`config.mk`:
```
export PLATFORM = sky130hd
export DESIGN_NAME = dma_cascade_master
export DESIGN_NICKNAME = d
export VERILOG_FILES = /design/src/rtl/dmab_pkg.sv /design/src/rtl/dmab_arbiter.sv /design/src/rtl/dmab_xfer.sv /design/src/rtl/dma_cascade_master.sv
export SDC_FILE = /design/constraint.sdc
export NUM_CORES = 1
export LEC_CHECK = 0
export BUFFER_PORTS_ARGS = -buffer_cell sky130_fd_sc_hd__clkbuf_2
export CAP_MARGIN = 25
export CORE_MARGIN = 1
export CORE_UTILIZATION = 53
export DETAILED_ROUTE_END_ITERATION = 7
export PLACE_DENSITY = 0.86
export SLEW_MARGIN = 20
export SYNTH_ARGS = -nofsm -noshare
export SYNTH_HDL_FRONTEND = slang
export SYNTH_SLANG_ARGS = --single-unit
```
`constraint.sdc`:
```
create_clock -name clk -period 4.9 [get_ports clk]
set_clock_uncertainty 0.15 [all_clocks]
set_input_delay 0 -clock clk [delete_from_list [all_inputs] [get_ports clk]]
set_output_delay 0 -clock clk [all_outputs]
set_load 0.01 [all_outputs]
```
`src/rtl/dmab_pkg.sv`:
```
package dmab_pkg;

  typedef enum logic [2:0] {
    ARB_IDLE,
    ARB_REQ,
    ARB_MSTR,
    ARB_OWN,
    ARB_GRACE,
    ARB_REL
  } arb_state_t;

  typedef enum logic [1:0] {
    XF_IDLE,
    XF_SETUP,
    XF_STRB,
    XF_RDY
  } xfer_state_t;

  function automatic int max2(input int a, input int b);
    return (a > b) ? a : b;
  endfunction

endpackage

```
`src/rtl/dmab_arbiter.sv`:
```
module dmab_arbiter
  import dmab_pkg::*;
#(
  parameter int CH        = 4,
  parameter int SELW      = 2,
  parameter int HOLD_CYC  = 40,
  parameter int GRACE_CYC = 12
) (
  input  logic            clk,
  input  logic            rst_n,
  input  logic [SELW-1:0] chan_sel,
  input  logic            preempt_en,
  input  logic            hold,
  input  logic [CH-1:0]   dack_n,
  output logic [CH-1:0]   drq,
  output logic            hlda,
  output logic            master,
  output logic            keep
);

  localparam int CNT_MAX = max2(HOLD_CYC, GRACE_CYC);
  localparam int CW      = $clog2(CNT_MAX + 1);
  localparam logic [CW-1:0] HOLD_L  = CW'(HOLD_CYC);
  localparam logic [CW-1:0] GRACE_L = CW'(GRACE_CYC);
  localparam logic [CW-1:0] MAX_L   = CW'(CNT_MAX);

  arb_state_t    st_q, st_d;
  logic [CW-1:0] cnt_q, cnt_d;
  logic          cnt_en;
  logic          req_q, req_d;
  logic          hlda_q, hlda_d;
  logic          mst_q, mst_d;
  logic          dack_sel, hold_exp, grace_exp;

  assign dack_sel  = ~dack_n[chan_sel];
  assign hold_exp  = (cnt_q >= HOLD_L);
  assign grace_exp = (cnt_q >= GRACE_L);

  always_comb begin
    st_d = st_q;
    case (st_q)
      ARB_IDLE:  if (hold) st_d = ARB_REQ;
      ARB_REQ: begin
        if (!hold)         st_d = ARB_IDLE;
        else if (dack_sel) st_d = ARB_MSTR;
      end
      ARB_MSTR:  st_d = dack_sel ? ARB_OWN : ARB_IDLE;
      ARB_OWN: begin
        if (!dack_sel)                  st_d = ARB_IDLE;
        else if (preempt_en && hold_exp) st_d = ARB_REL;
        else if (!hold)                 st_d = grace_exp ? ARB_REL : ARB_GRACE;
      end
      ARB_GRACE: begin
        if (!dack_sel)                  st_d = ARB_IDLE;
        else if (preempt_en && hold_exp) st_d = ARB_REL;
        else if (hold)                  st_d = ARB_OWN;
        else if (grace_exp)             st_d = ARB_REL;
      end
      ARB_REL:   if (!dack_sel) st_d = ARB_IDLE;
      default:   st_d = ARB_IDLE;
    endcase
  end

  always_comb begin
    cnt_en = (st_q != ARB_IDLE);
    if (st_q == ARB_REQ)     cnt_d = '0;
    else if (cnt_q < MAX_L)  cnt_d = cnt_q + 1'b1;
    else                     cnt_d = cnt_q;
  end

  always_comb begin
    mst_d  = (st_d == ARB_MSTR) || (st_d == ARB_OWN) ||
             (st_d == ARB_GRACE) || (st_d == ARB_REL);
    hlda_d = (st_d == ARB_OWN);
    req_d  = (st_d == ARB_REQ) || (st_d == ARB_MSTR) ||
             (st_d == ARB_OWN) || (st_d == ARB_GRACE);
  end

  always_ff @(posedge clk or negedge rst_n) begin
    if (!rst_n) begin
      st_q   <= ARB_IDLE;
      req_q  <= 1'b0;
      hlda_q <= 1'b0;
      mst_q  <= 1'b0;
    end else begin
      st_q   <= st_d;
      req_q  <= req_d;
      hlda_q <= hlda_d;
      mst_q  <= mst_d;
    end
  end

  always_ff @(posedge clk or negedge rst_n) begin
    if (!rst_n)      cnt_q <= '0;
    else if (cnt_en) cnt_q <= cnt_d;
  end

  for (genvar i = 0; i < CH; i++) begin : g_drq
    assign drq[i] = req_q && (chan_sel == SELW'(i));
  end

  assign hlda   = hlda_q;
  assign master = mst_q;
  assign keep   = mst_q & dack_sel;

endmodule

```
`src/rtl/dmab_xfer.sv`:
```
module dmab_xfer
  import dmab_pkg::*;
#(
  parameter int AW      = 24,
  parameter int STRB_W0 = 2,
  parameter int STRB_W1 = 3,
  parameter int STRB_W2 = 4,
  parameter int STRB_W3 = 6
) (
  input  logic          clk,
  input  logic          rst_n,
  input  logic          grant,
  input  logic          keep,
  input  logic          as,
  input  logic          wr,
  input  logic [AW-1:0] addr,
  input  logic [1:0]    speed,
  input  logic          wr_ext,
  input  logic          host_rdy,
  output logic [AW-1:0] host_addr,
  output logic          addr_oe,
  output logic          data_oe,
  output logic          data_dir,
  output logic          memr,
  output logic          memw,
  output logic          ctl_rdy
);

  localparam int WMAX = max2(max2(STRB_W0, STRB_W1), max2(STRB_W2, STRB_W3));
  localparam int CW   = $clog2(WMAX + 1);

  xfer_state_t   st_q, st_d;
  logic [CW-1:0] cnt_q, cnt_d;
  logic [CW-1:0] wlast;
  logic          start, cap_en;
  logic [AW-1:0] addr_q;
  logic          dir_q, dir_d;
  logic          busy_q, strr_q, strw_q, rdy_q;
  logic          busy_d, strr_d, strw_d, rdy_d;

  always_comb begin
    case (speed)
      2'd0:    wlast = CW'(STRB_W0 - 1);
      2'd1:    wlast = CW'(STRB_W1 - 1);
      2'd2:    wlast = CW'(STRB_W2 - 1);
      default: wlast = CW'(STRB_W3 - 1);
    endcase
  end

  assign start  = (st_q == XF_IDLE) && as && grant && keep;
  assign cap_en = start;

  always_comb begin
    st_d = st_q;
    if (!keep) begin
      st_d = XF_IDLE;
    end else begin
      case (st_q)
        XF_IDLE:  if (start) st_d = (wr && wr_ext) ? XF_SETUP : XF_STRB;
        XF_SETUP: st_d = XF_STRB;
        XF_STRB:  if ((cnt_q >= wlast) && host_rdy) st_d = XF_RDY;
        XF_RDY:   st_d = XF_IDLE;
        default:  st_d = XF_IDLE;
      endcase
    end
  end

  always_comb begin
    if (st_q != XF_STRB)      cnt_d = '0;
    else if (cnt_q < wlast)   cnt_d = cnt_q + 1'b1;
    else                      cnt_d = cnt_q;
    dir_d  = start ? wr : dir_q;
    busy_d = (st_d != XF_IDLE);
    strw_d = (st_d == XF_STRB) && dir_d;
    strr_d = (st_d == XF_STRB) && !dir_d;
    rdy_d  = (st_d == XF_RDY);
  end

  always_ff @(posedge clk or negedge rst_n) begin
    if (!rst_n) begin
      st_q   <= XF_IDLE;
      cnt_q  <= '0;
      dir_q  <= 1'b0;
      busy_q <= 1'b0;
      strr_q <= 1'b0;
      strw_q <= 1'b0;
      rdy_q  <= 1'b0;
    end else begin
      st_q   <= st_d;
      cnt_q  <= cnt_d;
      dir_q  <= dir_d;
      busy_q <= busy_d;
      strr_q <= strr_d;
      strw_q <= strw_d;
      rdy_q  <= rdy_d;
    end
  end

  always_ff @(posedge clk or negedge rst_n) begin
    if (!rst_n)      addr_q <= '0;
    else if (cap_en) addr_q <= addr;
  end

  assign host_addr = addr_q;
  assign addr_oe   = busy_q;
  assign data_oe   = busy_q;
  assign data_dir  = dir_q;
  assign memr      = strr_q;
  assign memw      = strw_q;
  assign ctl_rdy   = rdy_q;

endmodule

```
`src/rtl/dma_cascade_master.sv`:
```
module dma_cascade_master #(
  parameter int AW        = 24,
  parameter int HOLD_CYC  = 40,
  parameter int GRACE_CYC = 12,
  parameter int STRB_W0   = 2,
  parameter int STRB_W1   = 3,
  parameter int STRB_W2   = 4,
  parameter int STRB_W3   = 6
) (
  input  logic          clk,
  input  logic          rst_n,
  input  logic [1:0]    cfg_chan_sel,
  input  logic          cfg_preempt_en,
  input  logic [1:0]    cfg_speed,
  input  logic          cfg_wr_setup_ext,
  input  logic          ctl_hold,
  output logic          ctl_hlda,
  input  logic          ctl_as,
  input  logic          ctl_wr,
  input  logic [AW-1:0] ctl_addr,
  output logic          ctl_rdy,
  output logic [3:0]    drq,
  input  logic [3:0]    dack_n,
  output logic          master_n,
  output logic [AW-1:0] host_addr,
  output logic          addr_oe,
  output logic          data_oe,
  output logic          data_dir,
  output logic          memr_n,
  output logic          memw_n,
  input  logic          host_rdy
);

  logic hlda, master, keep, memr, memw;

  dmab_arbiter #(
    .CH(4), .SELW(2), .HOLD_CYC(HOLD_CYC), .GRACE_CYC(GRACE_CYC)
  ) u_arb (
    .clk(clk), .rst_n(rst_n), .chan_sel(cfg_chan_sel),
    .preempt_en(cfg_preempt_en), .hold(ctl_hold), .dack_n(dack_n),
    .drq(drq), .hlda(hlda), .master(master), .keep(keep)
  );

  dmab_xfer #(
    .AW(AW), .STRB_W0(STRB_W0), .STRB_W1(STRB_W1),
    .STRB_W2(STRB_W2), .STRB_W3(STRB_W3)
  ) u_xfer (
    .clk(clk), .rst_n(rst_n), .grant(hlda), .keep(keep),
    .as(ctl_as), .wr(ctl_wr), .addr(ctl_addr), .speed(cfg_speed),
    .wr_ext(cfg_wr_setup_ext), .host_rdy(host_rdy),
    .host_addr(host_addr), .addr_oe(addr_oe), .data_oe(data_oe),
    .data_dir(data_dir), .memr(memr), .memw(memw), .ctl_rdy(ctl_rdy)
  );

  assign ctl_hlda = hlda;
  assign master_n = ~master;
  assign memr_n   = ~memr;
  assign memw_n   = ~memw;

endmodule

```
# After elaboration in Yosys (flattened, before gate mapping)
# Cells that the tools add are included.
# Widths: inputs -> output; s select.
[word_totals] regBits=46 output_inout_bits=36 input_bits=40 word_cells=102
[classes] n_addsub=2 muxes=27 reduce_logical=28 n_bitwise=5 order_cmp=6 eq_ne=21
[ops] op="$mux 3" n=13
[ops] op="$pmux 3 s6" n=1
[ops] op="$eq 2x2->1 const B" n=7
[ops] op="$eq 3x2->1 const B" n=4
[ops] op="$eq 3x3->1 const B" n=4
[ops] op="$logic_and 1x1->1" n=12
[ops] op="$mux 6" n=2
[ops] op="$mux 2" n=5
[ops] op="$pmux 3 s3" n=1
[ops] op="$pmux 2 s4" n=1
[ops] op="$add 6x1->6 const B" n=1
[ops] op="$eq 2x1->1 const B" n=3
[ops] op="$eq 3x1->1 const B" n=2
[ops] op="$ge 6x4->1 const B" n=1
[ops] op="$ge 6x6->1 const B" n=1
[ops] op="$logic_not 2->1" n=3
[ops] op="$logic_or 1x1->1" n=6
[ops] op="$lt 6x6->1 const B" n=1
[ops] op="$reduce_bool 2->1" n=3
[ops] op="$not 1->1" n=4
[ops] op="$add 3x1->3 const B" n=1
[ops] op="$ge 3x3->1" n=1
[ops] op="$logic_not 3->1" n=1
[ops] op="$lt 2x3->1 const B" n=1
[ops] op="other kinds (8)" n=10

# Logic depth before layout (Yosys ltp)
# Gate-level depths: netlist of run 1.
[logic_depth] word_depth=10 depth_mapped=9 depth_no_buf=9

# Hierarchy
# From an unflattened synthesis of run 1, not the netlist that was laid out.
[unflattened] hier_cells=247 hier_area_um2=2321.0
[modules_own_cells] module="dmab_xfer" area_each_um2=1525.2 instances=1 cells_per_inst=164
[modules_own_cells] module="dmab_arbiter" area_each_um2=784.5 instances=1 cells_per_inst=80
[modules_own_cells] module="dma_cascade_master" area_each_um2=11.3 instances=1 cells_per_inst=3

# Worst setup path after synthesis of run 1
# No wires, ideal clock.
[synth_path] path_type="reg-to-reg" from="register u_xfer.st_q[0]" to="register u_xfer.addr_q[10] (netlist: u_xfer.host_addr[10])" setup_time_ns=0.125 stages_incl_launch_ff=7 arrival_time_ns=1.567 setup_slack_ns=3.058 required_ns=4.625 synth_period_minus_slack_ns=1.842 path_buffers=1 path_cell_list="dfrtp_1 > inv_1 > ha_1 > nand3_1 > nor3_4 > buf_4 > mux2_2"
[synth_via] elab_chain_len=4
[synth_lines] item="start, declared" line="dmab_xfer.sv:32" text="xfer_state_t st_q, st_d;"
[synth_lines] item="start signal, assigned" line="dmab_xfer.sv:89" text="st_q <= st_d;"
[synth_lines] item="$logic_not 2->1" line="dmab_xfer.sv:50" text="assign start = (st_q == XF_IDLE) && as && grant && keep;"
[synth_lines] item="$logic_and 1x1->1 (3 in series)" line="dmab_xfer.sv:50"
[synth_lines] item="end signal, assigned" line="dmab_xfer.sv:101" text="else if (cap_en) addr_q <= addr;"
[synth_lines] item="end, declared" line="dmab_xfer.sv:36" text="logic [AW-1:0] addr_q;"
# No other way between the ends.
# A chain may end at the register's enable or synchronous reset.

# Final worst setup path of run 1
[layout_path] from="register u_xfer.st_q[0]" to="register u_xfer.addr_q[5] (netlist: u_xfer.host_addr[5])"
# Same word-level chain as after synthesis.

==> summary.txt, run 1 <==
Synthesis
  – Synth top area cells: dfrtp_1 53%, mux2_2 12%, ha_1 5.7%
  – Async SR Flop Fraction: 100%
  – Synth area leader: dfrtp_1
  – Synth cell types: 39
  – Mapped Nets: 234
  – Yosys top cell area share: 52.7%
  – Synth Instances: 184
  – Most used DFF post-synth: dfrtp_1
  – EDFF count, synth: 0
  – Multiplexer share of the synthesized area: 15.5%
  – YS warnings: 0
  – Seq/Total Area, Yosys: 52.7%
  – Number of synthesized register bits: 46
  – Post-Syn Area: 2190 µm²
  – Synth Area in Compound Gates: 8.07%
  – Simple-gate share of the synthesized area: 10.8%
  – Xor/xnor share of the synthesized area: 2.80%
  – Main combinational cell family by area after synthesis: multiplexers
  – Syn avg cell area: 11.9 µm²
  – Adder-Cell Fraction of Synth Area: 5.72%

Timing
  – TNS Setup: 0 ps
  – Final worst-path cycle share: 45.7%
  – Finish-stage setup viols: 0
  – Max Slew Vio Count: 0
  – Measured slew at the worst slew-check pin: 582 ps
  – Max Freq: 446 MHz
  – Worst slew margin: 61.1%
  – RSZ-0062 raised after global routing: no
  – Final hold vios: 0
  – Worst setup margin: 2660 ps
  – Tmin final: 2240 ps

Final layout
  – Final Net Count: 341
  – Commonest cells after routing, fill and taps aside: 75 x clkbuf_2, 46 x dfrtp_1, 29 x dlygate4sd3_1, 24 x mux2_2, 17 x inv_1
  – FILL cells: 227
  – N_diodes: 0
  – Layout cell share with drive strength beyond 1: 38.7%
  – Final Util: 79.4%
  – Area delta synth->final: 38.1%
  – Fin area: 3020 µm²
  – Commonest non-fill, non-tap cell in the layout: clkbuf_2

Global routing
  – First-pass GRT wire length: 8.22 mm
  – GR Overflow Total: 0
  – GRT Overall Usage: 25.9%
  – Initial antenna violation count: 0
  – Number of global-route vias before repair: 1741
  – Pin count of the biggest net entering global routing: 28

CTS
  – H-tree depth: 2
  – Clk pin slew, worst setup/hold paths: 80 ps
  – Clock sinks: 46
  – Clock Tree Buf Depth: 2
  – Clk root buf: clkbuf_8
  – CTS buffer count: 5
  – Post-CTS sizing: 0
  – Clock tree from TritonCTS: yes
  – Clk Latency, worst-skew pair: 300 ps

Placement
  – Pre-CTS WS: 2680 ps
  – Gpl congestion: 0.788
  – Post-DP Area: 2620 µm²
  – # port buffers: 75
  – Post-DP HPWL: 3.26 mm

Route
  – Met1 wire length: 2.07 mm
  – Met2 WL: 2.64 mm
  – DRC errors left: 0
  – Wire per inst: 14.8 µm
  – DRT iter0 DRCs: 112
  – DRT antenna net count: 0
  – Pre-antenna DRT Iters: 4
  – Met3 WL: 218 µm
  – Top layer in use: met4
  – Routed WL: 5.03 mm
  – Routed vias: 1752
  – Vias/cell: 5.15

Die
  – Core area: 3800 µm²
  – Die W: 66.2 µm
  – Row count: 22
  – IO Count: 76
  – Chip height: 66.2 µm
  – Die area: 4390 µm²
  – Initial core utilization: 57.5%

Worst setup path
  – Critical Path AT: 2280 ps
  – Crit-path max FO: 15
  – Critical path class: flop to flop
  – Startpoint Class: flop
  – Crit path required time: 4940 ps
  – CP Capture Type: flop

Power
  – Total design power: 956 µW
  – Peak supply drop: 0.290 mV
  – PD cells: 317 nW/µm²
  – Leakage dissipation: 1.57 nW

Hold path
  – Worst min path class: input port to async pin

Status
  – Outcome: completed

Job
  – Max cap viols: 0
[stage by stage]
stage | hold slack [ps] | instances
global route | 85.0 | 340
detailed placement | -157 | 303
floorplan | -446 | 184
finish | 45.5 | 340
global placement | 82.1 | 301
CTS | 40.5 | 340
[synthesized netlist by cell type, types with 2 or more instances]
| master | instances |
|---|---|
| a21oi_1 | 4 |
| a2111o_1 | 2 |
| o21a_1 | 2 |
| buf_4 | 3 |
| nor2b_1 | 2 |
| nand2b_1 | 4 |
| a31oi_1 | 2 |
| xnor2_1 | 5 |
| mux2i_1 | 3 |
| nor2_1 | 13 |
| o21ai_0 | 4 |
| clkbuf_1 | 3 |
| nor3b_1 | 3 |
| nand3_1 | 2 |
| nand2_1 | 8 |
| ha_1 | 10 |
| dfrtp_1 | 46 |
| a21o_1 | 3 |
| inv_1 | 17 |
| and2_1 | 3 |
| nand4_1 | 3 |
| mux2_2 | 24 |
| xor2_1 | 2 |
[cell families after synthesis]
| kind of cell | count (synthesis) |
|---|---|
| flip-flops | 46 |
| XOR/XNOR | 7 |
| AO/OA/AOI/OAI | 25 |
| buffers and inverters | 23 |
| multiplexers | 29 |
| AND/OR/NAND/NOR | 44 |
| adder cells (fa/ha/maj) | 10 |
[where the power goes]
part	total, mW	switching [mW]	internal, mW
logic	0.226	0.110	0.116
registers	0.473	0.0411	0.432
clock network	0.257	0.128	0.129
[state kept, by name, summed over array words and instances, names as in the netlist]
register,cells
u_xfer.ctl_rdy,1
u_arb.cnt_q,6
u_xfer.host_addr,24
u_xfer.addr_oe,1
u_arb.req_q,1
u_xfer.st_q,2
u_xfer.data_dir,1
u_arb.master,1
u_arb.st_q,3
u_arb.hlda,1
u_xfer.memr,1
u_xfer.memw,1
u_xfer.cnt_q,3
[routing by layer]
layer  GRT usage (%)  vias to the layer above
li1                -                      852
met1            31.2                      829
met2            45.0                       59
met3            6.72                       12
met4            8.24                        0
met5               0                        -
[final timing paths]
path                       slack (ps)           startpoint                    to  depth (start not counted)
max in group asynchronous        4040                rst_n   u_xfer.host_addr[1]                          3
min                                50                rst_n  u_xfer.host_addr[11]                          2
max reg2reg                      2660       u_xfer.st_q[0]   u_xfer.host_addr[5]                          6
min reg2reg                       360  u_xfer.host_addr[3]   u_xfer.host_addr[3]                          1
min in group clk                   60       cfg_preempt_en         u_arb.st_q[2]                          3
max                              2660       u_xfer.st_q[0]   u_xfer.host_addr[5]                          6
[critical path: stages (launching register included)]
cell and delay, ps:
dfrtp_1 400, inv_1 90, ha_1 230, nand3_1 150
nor3_4 480, buf_8 240, mux2_2 360
[final cells by class]
class	instances	area (µm²)	share of cell area [%]
repair buffers	106	701	23.2
inverters	17	63.8	2.11
clock inverters	1	8.76	0.290
well taps	48	60.1	1.99
multi-input cells	115	937	31.1
clock buffers	7	96.3	3.19
flip-flops and latches	46	1150	38.1
[timing repair]
item | 4_1_cts | 5_1_grt
setup buffers | 0 | 0
hold buffers | 29 | 0
hold endpoints to repair | 78 | 0
No activity file was read; power rests on OpenSTA's default activity.
==> run 2, diff against run 1 <==
CORE_UTILIZATION = 49   (was 53)
PLACE_DENSITY = 0.81   (was 0.86)
clock period = 2.1 ns   (was 4.9 ns; I/O delays follow)
==> summary.txt, run 2 (same netlist as run 1, synthesis figures left out) <==
Timing
  – RSZ-0062 raised after global routing: no (unchanged)
  – Finish-stage setup viols: 0 (unchanged)
  – Tmin final: 1930 ps (was 2240 ps)
  – Final hold slack: 0.424 ps (was 45.5 ps)
  – Measured slew at the worst slew-check pin: 437 ps (was 582 ps)
  – Final worst-path cycle share: 91.9% (was 45.7%)
  – TNS Setup: 0 ps (unchanged)
  – Max Slew Vio Count: 0 (unchanged)
  – Worst slew margin: 70.6% (was 61.1%)
  – Max Freq: 518 MHz (was 446 MHz)
  – Final hold vios: 0 (unchanged)

Die
  – IO Count: 76 (unchanged)
  – Chip height: 68.8 µm (was 66.2 µm)
  – Die area: 4730 µm² (was 4390 µm²)
  – Row count: 23 (was 22)
  – Core area: 4140 µm² (was 3800 µm²)
  – Initial core utilization: 52.7% (was 57.5%)
  – Die W: 68.8 µm (was 66.2 µm)

Worst setup path
  – Critical path class: flop to flop (unchanged)
  – Worst R2R Path Depth: 6 (unchanged)
  – Crit-path max FO: 24 (was 15)
  – Worst reg2reg startpoint: u_xfer.st_q[0] (unchanged)
  – R2r endpoint: u_xfer.host_addr[2] (was u_xfer.host_addr[5])
  – CP Capture Type: flop (unchanged)
  – Crit path required time: 2130 ps (was 4940 ps)
  – Startpoint Class: flop (unchanged)
  – Reg2reg setup slack: 170 ps (was 2660 ps)
  – Critical Path AT: 1960 ps (was 2280 ps)

Route
  – Routed WL: 5.09 mm (was 5.03 mm)
  – DRC errors left: 0 (unchanged)
  – Wire per inst: 14.8 µm (about the same)
  – DRT antenna net count: 0 (unchanged)
  – Vias/cell: 5.12 (was 5.15)
  – Routed vias: 1757 (was 1752)
  – DRT iter0 DRCs: 74 (was 112)
  – Pre-antenna DRT Iters: 6 (was 4)

Final layout
  – Commonest cells after routing, fill and taps aside: 75 x clkbuf_2, 46 x dfrtp_1, 29 x dlygate4sd3_1, 24 x mux2_2, 17 x inv_1 (unchanged)
  – FILL cells: 281 (was 227)
  – Layout cell share with drive strength beyond 1: 38.9% (was 38.7%)
  – Register area: 1150 µm² (unchanged)
  – Max reg flops: 24 (unchanged)
  – Final Net Count: 342 (was 341)
  – Area delta synth->final: 37.6% (was 38.1%)
  – N_diodes: 0 (unchanged)
  – Commonest non-fill, non-tap cell in the layout: clkbuf_2 (unchanged)
  – Area of the multi-input gates: 937 µm² (unchanged)

Hold path
  – Worst min path class: input port to async pin (unchanged)

CTS
  – Clock tree from TritonCTS: yes (unchanged)
  – Clk pin slew, worst setup/hold paths: 90 ps (was 80 ps)
  – Clk root buf: clkbuf_8 (unchanged)
  – Cts hold-fix bufs: 29 (unchanged)
  – Post-CTS setup repair buffer count: 0 (unchanged)
  – H-tree depth: 2 (unchanged)
  – Clock Tree Buf Depth: 2 (unchanged)
  – Post-CTS sizing: 0 (unchanged)
  – Clock sinks: 46 (unchanged)
  – CTS buffer count: 5 (unchanged)
  – Clk Latency, worst-skew pair: 310 ps (was 300 ps)

Global routing
  – Initial antenna violation count: 0 (unchanged)
  – First-pass GRT wire length: 7.54 mm (was 8.22 mm)
  – GRT Overall Usage: 22.3% (was 25.9%)
  – Number of global-route vias before repair: 1651 (was 1741)
  – Pin count of the biggest net entering global routing: 25 (was 28)
  – GR Overflow Total: 0 (unchanged)

Status
  – Outcome: completed (unchanged)

Power
  – PD cells: 731 nW/µm² (was 317 nW/µm²)
  – Leakage dissipation: 1.56 nW (was 1.57 nW)
  – Peak supply drop: 0.579 mV (was 0.290 mV)

Job
  – Max cap viols: 0 (unchanged)

Placement
  – # port buffers: 75 (unchanged)
  – Post-DP HPWL: 3.34 mm (was 3.26 mm)
  – Gpl congestion: 0.855 (was 0.788)
==> run 2: cell types whose count changed in the layout (fill, tap and decap cells not counted) <==
cell        change
buf_4           +2
clkbuf_8        -2
clkinvlp_4      +2
buf_8           -1
clkinv_4        -1
inv_6           +1
==> run 2: final cells by class <==
type	count	area share [%]
well taps	50	2.08
inverters	17	2.12
flip-flops and latches	46	38.3
clock buffers	5	2.29
multi-input cells	115	31.2
clock inverters	3	0.790
repair buffers	107	23.3
==> run 2: worst max-delay path by stage <==
| stage | from | end |
|---|---|---|
| floorplan | u_xfer.st_q[0] | u_xfer.host_addr[10] |
| global placement | u_xfer.cnt_q[0] | u_xfer.memr |
| detailed placement | cfg_chan_sel[0] | u_xfer.host_addr[10] |
| CTS | u_xfer.cnt_q[0] | u_xfer.memr |
| global route | u_xfer.cnt_q[0] | u_xfer.memr |
| finish | u_xfer.st_q[0] | u_xfer.host_addr[2] |
==> run 2: power by group <==
part           total, mW  switching, mW  internal (mW)
Sequential          1.11          0.101           1.01
Clock              0.569          0.330          0.239
Combinational      0.523          0.253          0.269
==> run 2: worst max-delay path, cell delays in order, from the launching register on <==
cell	delay [ps]
dfrtp_1	400
inv_1	90
ha_1	230
nand3_1	140
nor3_4	220
buf_12	220
mux2_2	350
==> run 2: through the flow <==
step	util (%)	std cells	area, µm²	setup slack [ps]	power [mW]
6_report	72.6	343	3010	170	2.20
5_1_grt	72.6	343	3010	49.8	2.31
4_1_cts	72.6	343	3010	176	2.19
3_5_place_dp	63.3	306	2630	199	1.59
3_3_place_gp	63.3	306	2630	228	1.56
2_1_floorplan	-	184	2190	258	1.37
==> run 2: per-layer routing <==
layer	up-vias	wire length (µm)	global-route usage, %
met5	-	0	0
met4	0	93	7.65
met3	9	214	4.93
met2	50	2750	40.4
met1	846	2030	25.7
li1	852	-	-
